## config.mk

```make
export PLATFORM = sky130hd
export DESIGN_NAME = sleep_ctl
export DESIGN_NICKNAME = d
export VERILOG_FILES = /design/src/rtl/sleep_pkg.sv /design/src/rtl/startup_timer.sv /design/src/rtl/pwr_fsm.sv /design/src/rtl/pwr_out_reg.sv /design/src/rtl/sleep_ctl.sv
export SDC_FILE = /design/constraint.sdc
export NUM_CORES = 1
export LEC_CHECK = 0
export BUFFER_PORTS_ARGS = -buffer_cell sky130_fd_sc_hd__buf_2
export CORE_MARGIN = 1
export CORE_UTILIZATION = 43
export DETAILED_ROUTE_END_ITERATION = 10
export GPL_TIMING_DRIVEN = 0
export PLACE_DENSITY = 0.65
export SKIP_CTS_REPAIR_TIMING = 1
export SLEW_MARGIN = 20
export SYNTH_ARGS = -nofsm -noshare
export SYNTH_HDL_FRONTEND = slang
export SYNTH_HIERARCHICAL = 1
export SYNTH_SLANG_ARGS = --single-unit
```

## constraint.sdc

```tcl
create_clock -name clk -period 6.1 [get_ports clk]
set_input_delay 0.305 -clock clk [delete_from_list [all_inputs] [get_ports clk]]
set_output_delay 0.305 -clock clk [all_outputs]
set_load 0.005 [all_outputs]
```

## src/rtl/sleep_pkg.sv

```systemverilog
package sleep_pkg;
  typedef enum logic [1:0] {
    ST_BOOT = 2'd0,
    ST_RUN  = 2'd1,
    ST_IDLE = 2'd2,
    ST_HALT = 2'd3
  } pwr_state_t;

  localparam logic [1:0] MODE_IDLE = 2'b01;
  localparam logic [1:0] MODE_HALT = 2'b10;
endpackage

```

## src/rtl/startup_timer.sv

```systemverilog
module startup_timer #(
  parameter int BASE_TICKS  = 8,
  parameter int LONG_FACTOR = 16
) (
  input  logic clk,
  input  logic rst,
  input  logic active,
  input  logic tick,
  input  logic long_sel,
  output logic done
);
  localparam int LONG_TICKS = BASE_TICKS * LONG_FACTOR;
  localparam int CW = $clog2(LONG_TICKS + 1);
  localparam logic [CW-1:0] SHORT_LAST = CW'(BASE_TICKS - 1);
  localparam logic [CW-1:0] LONG_LAST  = CW'(LONG_TICKS - 1);

  logic [CW-1:0] cnt_q;
  logic [CW-1:0] last;

  assign last = long_sel ? LONG_LAST : SHORT_LAST;
  assign done = active && tick && (cnt_q == last);

  always_ff @(posedge clk) begin
    if (rst || !active) cnt_q <= '0;
    else if (tick)      cnt_q <= cnt_q + 1'b1;
  end
endmodule

```

## src/rtl/pwr_fsm.sv

```systemverilog
module pwr_fsm
  import sleep_pkg::*;
(
  input  logic       clk,
  input  logic       rst,
  input  logic       sleep_req,
  input  logic [1:0] sleep_mode,
  input  logic       irq,
  input  logic       boot_done,
  output pwr_state_t state_q,
  output pwr_state_t state_d
);
  always_comb begin
    state_d = state_q;
    if (rst) begin
      state_d = ST_BOOT;
    end else begin
      unique case (state_q)
        ST_BOOT: if (boot_done) state_d = ST_RUN;
        ST_RUN: begin
          if (sleep_req && sleep_mode == MODE_IDLE)      state_d = ST_IDLE;
          else if (sleep_req && sleep_mode == MODE_HALT) state_d = ST_HALT;
        end
        ST_IDLE: if (irq) state_d = ST_RUN;
        ST_HALT: if (irq) state_d = ST_BOOT;
        default: state_d = ST_BOOT;
      endcase
    end
  end

  always_ff @(posedge clk) begin
    state_q <= state_d;
  end
endmodule

```

## src/rtl/pwr_out_reg.sv

```systemverilog
module pwr_out_reg
  import sleep_pkg::*;
(
  input  logic       clk,
  input  logic       rst,
  input  pwr_state_t state_d,
  input  logic       clk_ext,
  output logic       cpu_clk_en,
  output logic       per_clk_en,
  output logic       osc_run,
  output logic       osc_rc_en,
  output logic       core_rdy
);
  logic cpu_n, per_n, osc_n, rdy_n;

  always_comb begin
    cpu_n = 1'b0;
    per_n = 1'b0;
    osc_n = 1'b1;
    rdy_n = 1'b0;
    unique case (state_d)
      ST_BOOT: ;
      ST_RUN:  begin cpu_n = 1'b1; per_n = 1'b1; rdy_n = 1'b1; end
      ST_IDLE: begin per_n = 1'b1; rdy_n = 1'b1; end
      ST_HALT: osc_n = 1'b0;
      default: ;
    endcase
  end

  always_ff @(posedge clk) begin
    if (rst) begin
      cpu_clk_en <= 1'b0;
      per_clk_en <= 1'b0;
      osc_run    <= 1'b1;
      core_rdy   <= 1'b0;
      osc_rc_en  <= !clk_ext;
    end else begin
      cpu_clk_en <= cpu_n;
      per_clk_en <= per_n;
      osc_run    <= osc_n;
      core_rdy   <= rdy_n;
      osc_rc_en  <= osc_n && !clk_ext;
    end
  end
endmodule

```

## src/rtl/sleep_ctl.sv

```systemverilog
module sleep_ctl
  import sleep_pkg::*;
#(
  parameter int BASE_TICKS  = 8,
  parameter int LONG_FACTOR = 16
) (
  input  logic       clk,
  input  logic       rst,
  input  logic       cfg_clk_ext,
  input  logic       cfg_long_dly,
  input  logic       ref_tick,
  input  logic       sleep_req,
  input  logic [1:0] sleep_mode,
  input  logic       irq,
  output logic       cpu_clk_en,
  output logic       per_clk_en,
  output logic       osc_run,
  output logic       osc_rc_en,
  output logic       core_rdy
);
  pwr_state_t state_q, state_d;
  logic       boot_done;
  logic       long_eff;

  // The internal RC source always settles with the short delay.
  assign long_eff = cfg_long_dly && cfg_clk_ext;

  startup_timer #(
    .BASE_TICKS (BASE_TICKS),
    .LONG_FACTOR(LONG_FACTOR)
  ) u_timer (
    .clk     (clk),
    .rst     (rst),
    .active  (state_q == ST_BOOT),
    .tick    (ref_tick),
    .long_sel(long_eff),
    .done    (boot_done)
  );

  pwr_fsm u_fsm (
    .clk       (clk),
    .rst       (rst),
    .sleep_req (sleep_req),
    .sleep_mode(sleep_mode),
    .irq       (irq),
    .boot_done (boot_done),
    .state_q   (state_q),
    .state_d   (state_d)
  );

  pwr_out_reg u_out (
    .clk       (clk),
    .rst       (rst),
    .state_d   (state_d),
    .clk_ext   (cfg_clk_ext),
    .cpu_clk_en(cpu_clk_en),
    .per_clk_en(per_clk_en),
    .osc_run   (osc_run),
    .osc_rc_en (osc_rc_en),
    .core_rdy  (core_rdy)
  );
endmodule

```

==> reports/qor.yml <==
status:
  status: "finished clean"
routing:
  drc: 0
  wl_um: 1070
  avgViaCountPerCell: 5.28
  postRouteAntennaNets: 0
  firstDrtPassIters: 2
  wl_per_cell_um: 11.0
  vias: 517
  initialDrtViolationCount: 3
yosys:
  synth_largest_area_cell: "dfxtp_1"
  netlist_instances: 67
  synth_cell_types: 29
  synthFlopType: "dfxtp_1"
  ys_ff_latch: 14
  synth-edff-count: 0
  syn_nets: 79
  netlist_area_um2: 659
  synth.top_cell.area_share_pct: 42.5
  ys_warn_count: 6
  syn_area_per_cell_um2: 9.84
  ys_top_cells_by_count: "dfxtp_1 (14), nor2_1 (8)"
  synth_seq_area_share_pct: 42.5
  synthArstFlopShare_pct: 0
  synth.area.top_cells: "dfxtp_1 (43%), ha_1 (5.7%), nor2_1 (4.6%)"
  synth.most_common_cell: "dfxtp_1"
floorplan:
  die_h_um: 41.2
  dieWidth_um: 41.2
  fp-row-count: 13
  dieArea_um2: 1690
  ios: 14
  start_util_pct: 48.3
  core_area_um2: 1370
sta:
  fin_tns_setup_ns: 0
  setup_ws_ns: 3.76
  skew_ns: 0.00174
  setup_viol: 0
  finalHoldViolations: 0
  fin_crit_ns: 2.34
  fin_hold_ws_ns: 0.201
  maxSlewHeadroom_pct: 67.2
  worstMarginPinSlew_ns: 0.491
  slew_viol_final: 0
  rsz0062_at_grt: "no"
  fin_crit_sh_pct: 38.3
  max_freq_mhz: 428
clock_network:
  cts_tree: "yes"
  clk_pin_slew_ns: 0.08
  cts.sinks: 14
  root_buffer: "clkbuf_4"
  numCtsBuffers: 3
  htreeDepth: 1
  cts_buffer_depth: 2
  clkLatencyLatePin_ns: 0.28
place:
  port_buffers: 12
  gp_congestion: 0.691
  dp_hpwl_um: 831
  dp_slack_ns: 3.74
power_and_ir_drop:
  total_power_mw: 0.173
  switching_share_pct: 21.3
  p_clk_share_pct: 38.3
  p_int_mw: 0.136
  p_leak_nw: 0.325
  p_comb_share_pct: 7.0
  ir_drop_mv: 0.125
  powerDensity_nw_per_um2: 223
  p_sw_mw: 0.0368
  seq_power_share_pct: 54.7
worst_setup_path:
  end_kind: "flip-flop"
  path_delay_family: "simple AND/OR/NAND/NOR gates"
  cp_data_required_time_ns: 6.29
  slowest_delay_ns: 0.53
  crit_slowest_cell: "or4_1"
  worst-path-buf-inv: 0
  startpoint_type: "flip-flop"
  arrival_ns: 2.53
  crit_fanout: 6
  crit_path_cell_trace: "or4_1, mux2_2, nor4b_2, nor2_1, o32ai_2, ha_1, nand2b_4, nor2b_4"
  crit_type: "reg2reg"
global_routing:
  grt_pass1_wl_um: 1660
  antenna_found_initial: 0
  grt_pass1_vias: 417
  grt_use_total_pct: 16.4
  gr-total-overflow: 0
  grt_max_degree: 9
final_layout:
  fin_util_pct: 56.7
  drive_above_1_share_pct: 27.7
  diodes: 0
  nets: 96
  syn_to_final_growth_pct: 17.5
flow_run:
  maxCapViolations: 0
min_path:
  hp-class: "in2reg"
kinds of logic (layout without fill, tap and decap cells):
kind of cell,after synthesis,after routing,share of synthesized area [%]
fa+ha+maj,3,3,5.69
simple gates,29,29,28.8
flops,14,14,42.5
buf+inv,5,21,3.42
xor+xnor,6,6,7.97
compound gates,8,8,8.35
mux,2,2,3.23
flip-flops by register name (all words and copies together) (netlist names):
name              flops
u_out/core_rdy        1
u_out/osc_rc_en       1
u_out/osc_run         1
u_timer/cnt_q         8
u_fsm/state_q         2
u_out/cpu_clk_en      1
path summary, 6_finish.rpt:
kind,slack [ns],from,cells past startpoint,endpoint
worst max-delay path,3.76,u_timer/cnt_q[3],8,u_out/osc_rc_en
worst min register to register,0.51,u_timer/cnt_q[6],2,u_timer/cnt_q[6]
worst min-delay path,0.20,cfg_clk_ext,2,u_out/osc_rc_en
worst max register to register,3.76,u_timer/cnt_q[3],8,u_out/osc_rc_en
final cells by class:
cell class	count	area, µm²
inverter	2	7.51
timing repair buffer	12	60.1
fill	118	592
buffer	3	15.0
multi-input combinational	48	357
tap	15	18.8
clock buffer	4	36.3
sequential	14	280
cells in the final DEF (no fill, tap or decap), types with 2 or more instances in the layout:
cell,netlist,layout
clkbuf_4,0,3
nand2_1,2,2
ha_1,3,3
dfxtp_1,14,14
xor2_1,3,3
nand3_1,2,2
xnor2_1,3,3
nor2_1,8,8
nand2b_1,2,2
or3_1,3,3
clkbuf_1,2,2
nand4_1,3,3
o21ai_1,2,2
inv_1,2,2
a21oi_1,3,3
buf_2,0,12
per-layer routing:
metal | wire [µm] | vias up | part of all wire (%) | global-route usage (%)
met1 | 521 | 233 | 49 | 17.5
met5 | 0 | - | 0 | 0
li1 | - | 268 | - | -
met2 | 484 | 12 | 45 | 25.8
met4 | 14 | 0 | 1.3 | 9.68
met3 | 52 | 4 | 4.8 | 8.15
metrics by stage:
stage	instances	area (µm²)
floorplan	67	659
global placement	94	738
detailed placement	94	738
CTS	98	774
global route	98	774
finish	98	774
power groups by stage:
stage	combinational (mW)	sequential, mW	clock, mW
floorplan	0.00769	0.0965	0
global placement	0.0121	0.0966	0
detailed placement	0.0124	0.0967	0
CTS	0.0124	0.0946	0.0702
global route	0.0136	0.0949	0.0731
finish	0.0122	0.0945	0.0663
(Power assumes the default switching activity.)
